<file path="src/rtl/awd_pkg.sv">
package awd_pkg;
  localparam int NUM_WIN   = 2;
  localparam int FLAGS_PER = 2;
  localparam int NUM_FLAGS = NUM_WIN * FLAGS_PER;

  typedef enum logic [1:0] {
    THR_A_HI = 2'd0,
    THR_A_LO = 2'd1,
    THR_B_HI = 2'd2,
    THR_B_LO = 2'd3
  } thr_sel_e;
endpackage

</file>
<file path="src/rtl/awd_limit_regs.sv">
module awd_limit_regs
  import awd_pkg::*;
#(
  parameter int DATA_W = 8
) (
  input  logic                           clk_i,
  input  logic                           rst_ni,
  input  logic                           we_i,
  input  logic [1:0]                     sel_i,
  input  logic [DATA_W-1:0]              wdata_i,
  output logic [NUM_WIN-1:0][DATA_W-1:0] hi_o,
  output logic [NUM_WIN-1:0][DATA_W-1:0] lo_o
);
  for (genvar w = 0; w < NUM_WIN; w++) begin : g_win
    localparam logic [1:0] HI_CODE = 2'(w * FLAGS_PER);
    localparam logic [1:0] LO_CODE = 2'(w * FLAGS_PER + 1);

    always_ff @(posedge clk_i or negedge rst_ni) begin
      if (!rst_ni) begin
        hi_o[w] <= '1;
        lo_o[w] <= '0;
      end else if (we_i) begin
        if (sel_i == HI_CODE) hi_o[w] <= wdata_i;
        if (sel_i == LO_CODE) lo_o[w] <= wdata_i;
      end
    end

    assert_limit_hold_R11: assert property (@(posedge clk_i) disable iff (!rst_ni)
      !we_i |=> ($stable(hi_o[w]) && $stable(lo_o[w])));
  end
endmodule

</file>
<file path="src/rtl/awd_window_cmp.sv">
module awd_window_cmp #(
  parameter int DATA_W = 8
) (
  input  logic              hit_i,
  input  logic [DATA_W-1:0] data_i,
  input  logic [DATA_W-1:0] hi_i,
  input  logic [DATA_W-1:0] lo_i,
  output logic              over_o,
  output logic              under_o
);
  // equality with either limit is in range
  always_comb begin
    over_o  = hit_i && (data_i > hi_i);
    under_o = hit_i && (data_i < lo_i);
  end
endmodule

</file>
<file path="src/rtl/awd_flag_bank.sv">
module awd_flag_bank #(
  parameter int NUM_FLAGS = 4
) (
  input  logic                 clk_i,
  input  logic                 rst_ni,
  input  logic [NUM_FLAGS-1:0] set_i,
  input  logic                 clr_we_i,
  input  logic [NUM_FLAGS-1:0] clr_mask_i,
  input  logic                 irq_en_i,
  output logic [NUM_FLAGS-1:0] flags_o,
  output logic                 irq_o
);
  logic [NUM_FLAGS-1:0] clr_eff;
  assign clr_eff = clr_we_i ? clr_mask_i : '0;

  for (genvar i = 0; i < NUM_FLAGS; i++) begin : g_flag
    // set beats clear so no event is lost
    always_ff @(posedge clk_i or negedge rst_ni) begin
      if (!rst_ni)         flags_o[i] <= 1'b0;
      else if (set_i[i])   flags_o[i] <= 1'b1;
      else if (clr_eff[i]) flags_o[i] <= 1'b0;
    end

    assert_sticky_R7: assert property (@(posedge clk_i) disable iff (!rst_ni)
      (flags_o[i] && !(clr_we_i && clr_mask_i[i])) |=> flags_o[i]);
    assert_set_wins_R8: assert property (@(posedge clk_i) disable iff (!rst_ni)
      set_i[i] |=> flags_o[i]);
  end

  assign irq_o = irq_en_i && (|flags_o);

  assert_irq_quiet_R9: assert property (@(posedge clk_i) disable iff (!rst_ni)
    (flags_o == '0) |-> !irq_o);
endmodule

</file>
<file path="src/rtl/awd_top.sv">
module awd_top
  import awd_pkg::*;
#(
  parameter int DATA_W  = 8,
  parameter int CH_W    = 3,
  parameter int WATCH_A = 6,
  parameter int WATCH_B = 7
) (
  input  logic                 clk_i,
  input  logic                 rst_ni,
  input  logic                 res_valid_i,
  input  logic [CH_W-1:0]      res_ch_i,
  input  logic [DATA_W-1:0]    res_data_i,
  input  logic                 thr_we_i,
  input  logic [1:0]           thr_sel_i,
  input  logic [DATA_W-1:0]    thr_wdata_i,
  input  logic                 clr_we_i,
  input  logic [NUM_FLAGS-1:0] clr_mask_i,
  input  logic                 irq_en_i,
  output logic [NUM_FLAGS-1:0] flags_o,
  output logic                 irq_o
);
  localparam logic [NUM_WIN-1:0][CH_W-1:0] WATCH_CH = {CH_W'(WATCH_B), CH_W'(WATCH_A)};

  logic [NUM_WIN-1:0][DATA_W-1:0] thr_hi, thr_lo;
  logic [NUM_WIN-1:0]             hit;
  logic [NUM_FLAGS-1:0]           set_vec;

  awd_limit_regs #(.DATA_W(DATA_W)) u_limits (
    .clk_i   (clk_i),
    .rst_ni  (rst_ni),
    .we_i    (thr_we_i),
    .sel_i   (thr_sel_i),
    .wdata_i (thr_wdata_i),
    .hi_o    (thr_hi),
    .lo_o    (thr_lo)
  );

  for (genvar w = 0; w < NUM_WIN; w++) begin : g_cmp
    assign hit[w] = res_valid_i && (res_ch_i == WATCH_CH[w]);

    awd_window_cmp #(.DATA_W(DATA_W)) u_cmp (
      .hit_i   (hit[w]),
      .data_i  (res_data_i),
      .hi_i    (thr_hi[w]),
      .lo_i    (thr_lo[w]),
      .over_o  (set_vec[w*FLAGS_PER]),
      .under_o (set_vec[w*FLAGS_PER+1])
    );
  end

  awd_flag_bank #(.NUM_FLAGS(NUM_FLAGS)) u_flags (
    .clk_i      (clk_i),
    .rst_ni     (rst_ni),
    .set_i      (set_vec),
    .clr_we_i   (clr_we_i),
    .clr_mask_i (clr_mask_i),
    .irq_en_i   (irq_en_i),
    .flags_o    (flags_o),
    .irq_o      (irq_o)
  );

  assert_a_over_R2: assert property (@(posedge clk_i) disable iff (!rst_ni)
    (res_valid_i && res_ch_i == CH_W'(WATCH_A) && res_data_i > thr_hi[0]) |=> flags_o[0]);
  assert_a_under_R3: assert property (@(posedge clk_i) disable iff (!rst_ni)
    (res_valid_i && res_ch_i == CH_W'(WATCH_A) && res_data_i < thr_lo[0]) |=> flags_o[1]);
  assert_ignore_R6: assert property (@(posedge clk_i) disable iff (!rst_ni)
    (!(res_valid_i && (res_ch_i == CH_W'(WATCH_A) || res_ch_i == CH_W'(WATCH_B))) && !clr_we_i)
      |=> $stable(flags_o));
endmodule

</file>
<file path="config.mk">
export PLATFORM = sky130hd
export DESIGN_NAME = awd_top
export DESIGN_NICKNAME = d
export VERILOG_FILES = /design/src/rtl/awd_pkg.sv /design/src/rtl/awd_limit_regs.sv /design/src/rtl/awd_window_cmp.sv /design/src/rtl/awd_flag_bank.sv /design/src/rtl/awd_top.sv
export SDC_FILE = /design/constraint.sdc
export NUM_CORES = 1
export LEC_CHECK = 0
export ABC_CLOCK_PERIOD_IN_PS = 1650
export CORE_MARGIN = 5
export CORE_UTILIZATION = 55
export CTS_BUF_LIST = sky130_fd_sc_hd__clkbuf_2
export CTS_CLUSTER_SIZE = 30
export DETAILED_ROUTE_END_ITERATION = 10
export PLACE_DENSITY = 0.82
export SYNTH_ARGS = -nofsm -noshare
export SYNTH_HDL_FRONTEND = slang
export SYNTH_SLANG_ARGS = --single-unit
</file>
<file path="constraint.sdc">
create_clock -name clk_i -period 1.65 [get_ports clk_i]
set_input_delay 0.165 -clock clk_i [delete_from_list [all_inputs] [get_ports clk_i]]
set_output_delay 0.165 -clock clk_i [all_outputs]
set_load 0.03 [all_outputs]
</file>
==> impl_metrics.csv <==
group,metric,value,unit
logic_synthesis,synth.ff_latch_count,36,
clock_network,hold_buffers,0,
worst_setup_path,cp_data_arrival_time,1.97,ns
worst_setup_path,required,1.99,ns
clock_network,cts.reportedPaths.clkPinSlew,0.21,ns
clock_network,cts-root-buf,"clkbuf_2",
clock_network,numCtsBuffers,5,
die,initial_core_util,0.5782,
final_layout,utilization,0.7570,
final_layout,num_antenna_cells,0,
logic_synthesis,synth_area,2165,um^2
clock_network,cts_tree,"yes",
logic_synthesis,ys.flop_type,"dfrtp_1",
clock_network,clkSinkCount,36,
logic_synthesis,yosys_warnings,0,
power_and_ir_drop,power.density,937.3,nW/um^2
place,numPortBuffers,35,
worst_setup_path,reg2reg_depth,6,
run_status,status,"completed",
clock_network,cts.path.max_buffers,2,
place,place.gp.congestion,0.8146,
die,die_width,72.74,um
logic_synthesis,syn_nets,255,
logic_synthesis,async_flop_share,1.000,
logic_synthesis,synth_top_area_frac,0.2312,
logic_synthesis,ys_seq_area_frac,0.4254,
worst_hold_path,hold_class,"input pin to asynchronous set/reset pin",
sta,fin_worst_skew,0.01983,ns
die,dieArea,5290,um^2
routing,final_antenna_net_count,0,
sta,setup-violations-final,0,
place,pre_cts_ws,-0.2317,ns
power_and_ir_drop,leakage,1.278,nW
final_layout,register_area,920.9,um^2
logic_synthesis,yosys.cell_types.count,34,
global_routing,grt_max_degree,37,
routing,vias_per_cell,5.721,
logic_synthesis,avgSynthCellArea,11.16,um^2
sta,layout_setup_ws,0.01377,ns
global_routing,track_usage,0.2194,
final_layout,multi_input_area,1255,um^2
clock_network,cts_max_level,2,
die,coreArea,3744,um^2
routing,dr_total_vias,1682,
sta,worst-slew-pin-transition,0.4643,ns
worst_setup_path,worstSetupPathType,"flip-flop to flip-flop",
logic_synthesis,synth_area_leader_cell,"dfrtp_1",
sta,tns,0,ns
sta,rsz0062_at_grt,"yes",
logic_synthesis,synthTopCellsByArea,"dfrtp_1 23%, dfstp_2 19%, ha_1 17%",
routing,drc,0,
final_layout,final_nets,306,
logic_synthesis,synth-edff-count,0,
worst_setup_path,start_kind,"flip-flop",
power_and_ir_drop,vdd.ir_drop.worst,0.5500,mV
routing,drt_pass1_iterations,4,
worst_setup_path,end_kind,"flip-flop",
place,dpl.hpwl,4028,um
global_routing,grt_antenna_before_repair,0,
sta,drv_slew,0,
logic_synthesis,yosys.cell_count.top_type,"ha_1",
routing,detail_route.wirelength,5314,um
die,fp.dieH,72.74,um
routing,wl_per_cell,18.07,um
sta,fmax,611.2,MHz
global_routing,grt_overflow,0,
sta,period_minus_slack,1.636,ns
worst_setup_path,cp_max_fo,2,
job,cap_violations,0,
sta,finalHoldViolCount,0,
global_routing,grt_pass1_wl,8638,um
sta,slew_headroom,0.6904,
clock_network,clk_latency,0.42,ns
global_routing,grt_pass1_vias,1732,
logic_synthesis,synthesis.instances,194,
routing,drt_iter0_drc,61,
die,rows,22,
final_layout,final_layout_size_suffix_gt1_frac,0.3455,
die,ios,36,
final_layout,syn_to_final_growth,30.92,%
final_layout,fillers,262,
sta,finalCritPeriodShare,0.9917,
logic_synthesis,synth_common_cells,"30 x ha_1, 29 x inv_1, 25 x mux2_2, 20 x dfrtp_1, 16 x dfstp_2",
## sequential cells by signal, indices dropped and copies added, names as in the netlist
name and flops:
u_limits.hi_o 16, u_limits.lo_o 16, u_flags.flags_o 4
## where the power goes
group,total [mW],switching (mW),internal [mW]
clock network,0.580,0.327,0.253
registers,1.18,0.0867,1.09
logic,0.898,0.448,0.450
total,2.66,0.862,1.79
## per-stage QoR
step	power [mW]	hold WS, ns	cell area [um^2]	cells
final	2.656	0.1456	2834	294
after global placement	1.935	0.4870	2631	285
after global routing	2.818	0.1561	2834	294
after floorplan	1.649	-0.1306	2165	194
after detailed placement	1.989	0.4940	2631	285
after CTS	2.608	0.1542	2789	294
## metal layers
| metal | part of all wire | global-route usage |
|---|---|---|
| met5 | 0 | 0 |
| met4 | 0.032 | 0.1086 |
| met3 | 0.052 | 0.05510 |
| met2 | 0.47 | 0.3367 |
| met1 | 0.44 | 0.2872 |
## path summary, 6_finish.rpt
check,from,to,slack (ns)
min,rst_ni,u_flags.flags_o[2],0.15
max,u_limits.hi_o[9],u_flags.flags_o[2],0.01
max reg2reg,u_limits.hi_o[9],u_flags.flags_o[2],0.01
max in group asynchronous,rst_ni,u_limits.hi_o[11],1.14
min reg2reg,u_limits.hi_o[5],u_limits.hi_o[5],0.53
min in group clk_i,clr_mask_i[2],u_flags.flags_o[2],0.34
## cell type report
cell class                 instances  share of cell area
timing repair buffer              45              0.1488
tap                               48             0.02119
multi-input combinational        128              0.4428
inverter                          29             0.03841
clock inverter                     3             0.01501
sequential                        36              0.3249
clock buffer                       5            0.008830
## logic make-up after synthesis
logic type               Yosys count  share of synthesized area
AO/OA/AOI/OAI                     35                     0.1127
adder cells (fa/ha/maj)           30                     0.1734
buffers and inverters             30                    0.05549
flip-flops                        36                     0.4254
multiplexers                      25                     0.1301
AND/OR/NAND/NOR                   38                     0.1029
## critical path, cell delays in order (launching register included)
cell and delay (ns):
dfstp_2 0.58, inv_2 0.04, ha_4 0.23, nor2b_1 0.12
o211ai_1 0.24, a211oi_2 0.12, a211o_1 0.23
## repair_timing
item                                   CTS  global route
resized for setup                       23             9
buffers inserted                         1             0
setup endpoints to repair                6             5
pin swaps                                6             4
endpoints found under the hold margin    0             0
## placed cells by master, fill, tap and decap left out, types with 2 or more instances in the layout
| cell | n |
|---|---|
| a211o_1 | 2 |
| buf_4 | 10 |
| o211ai_1 | 3 |
| a21oi_1 | 7 |
| nor2b_1 | 2 |
| nor2_1 | 3 |
| nand2_1 | 15 |
| dfrtp_1 | 20 |
| mux2_2 | 25 |
| ha_4 | 9 |
| ha_1 | 21 |
| a21o_1 | 3 |
| dfstp_2 | 16 |
| inv_1 | 23 |
| dlygate4sd2_1 | 4 |
| nand4_1 | 4 |
| o21a_1 | 2 |
| a211oi_2 | 2 |
| clkdlybuf4s50_1 | 30 |
| nand3_1 | 4 |
| nand2b_1 | 2 |
| o21ai_0 | 7 |
| nand3b_2 | 2 |
| clkbuf_2 | 5 |
| inv_2 | 6 |
No activity file was read; power rests on OpenSTA's default activity.
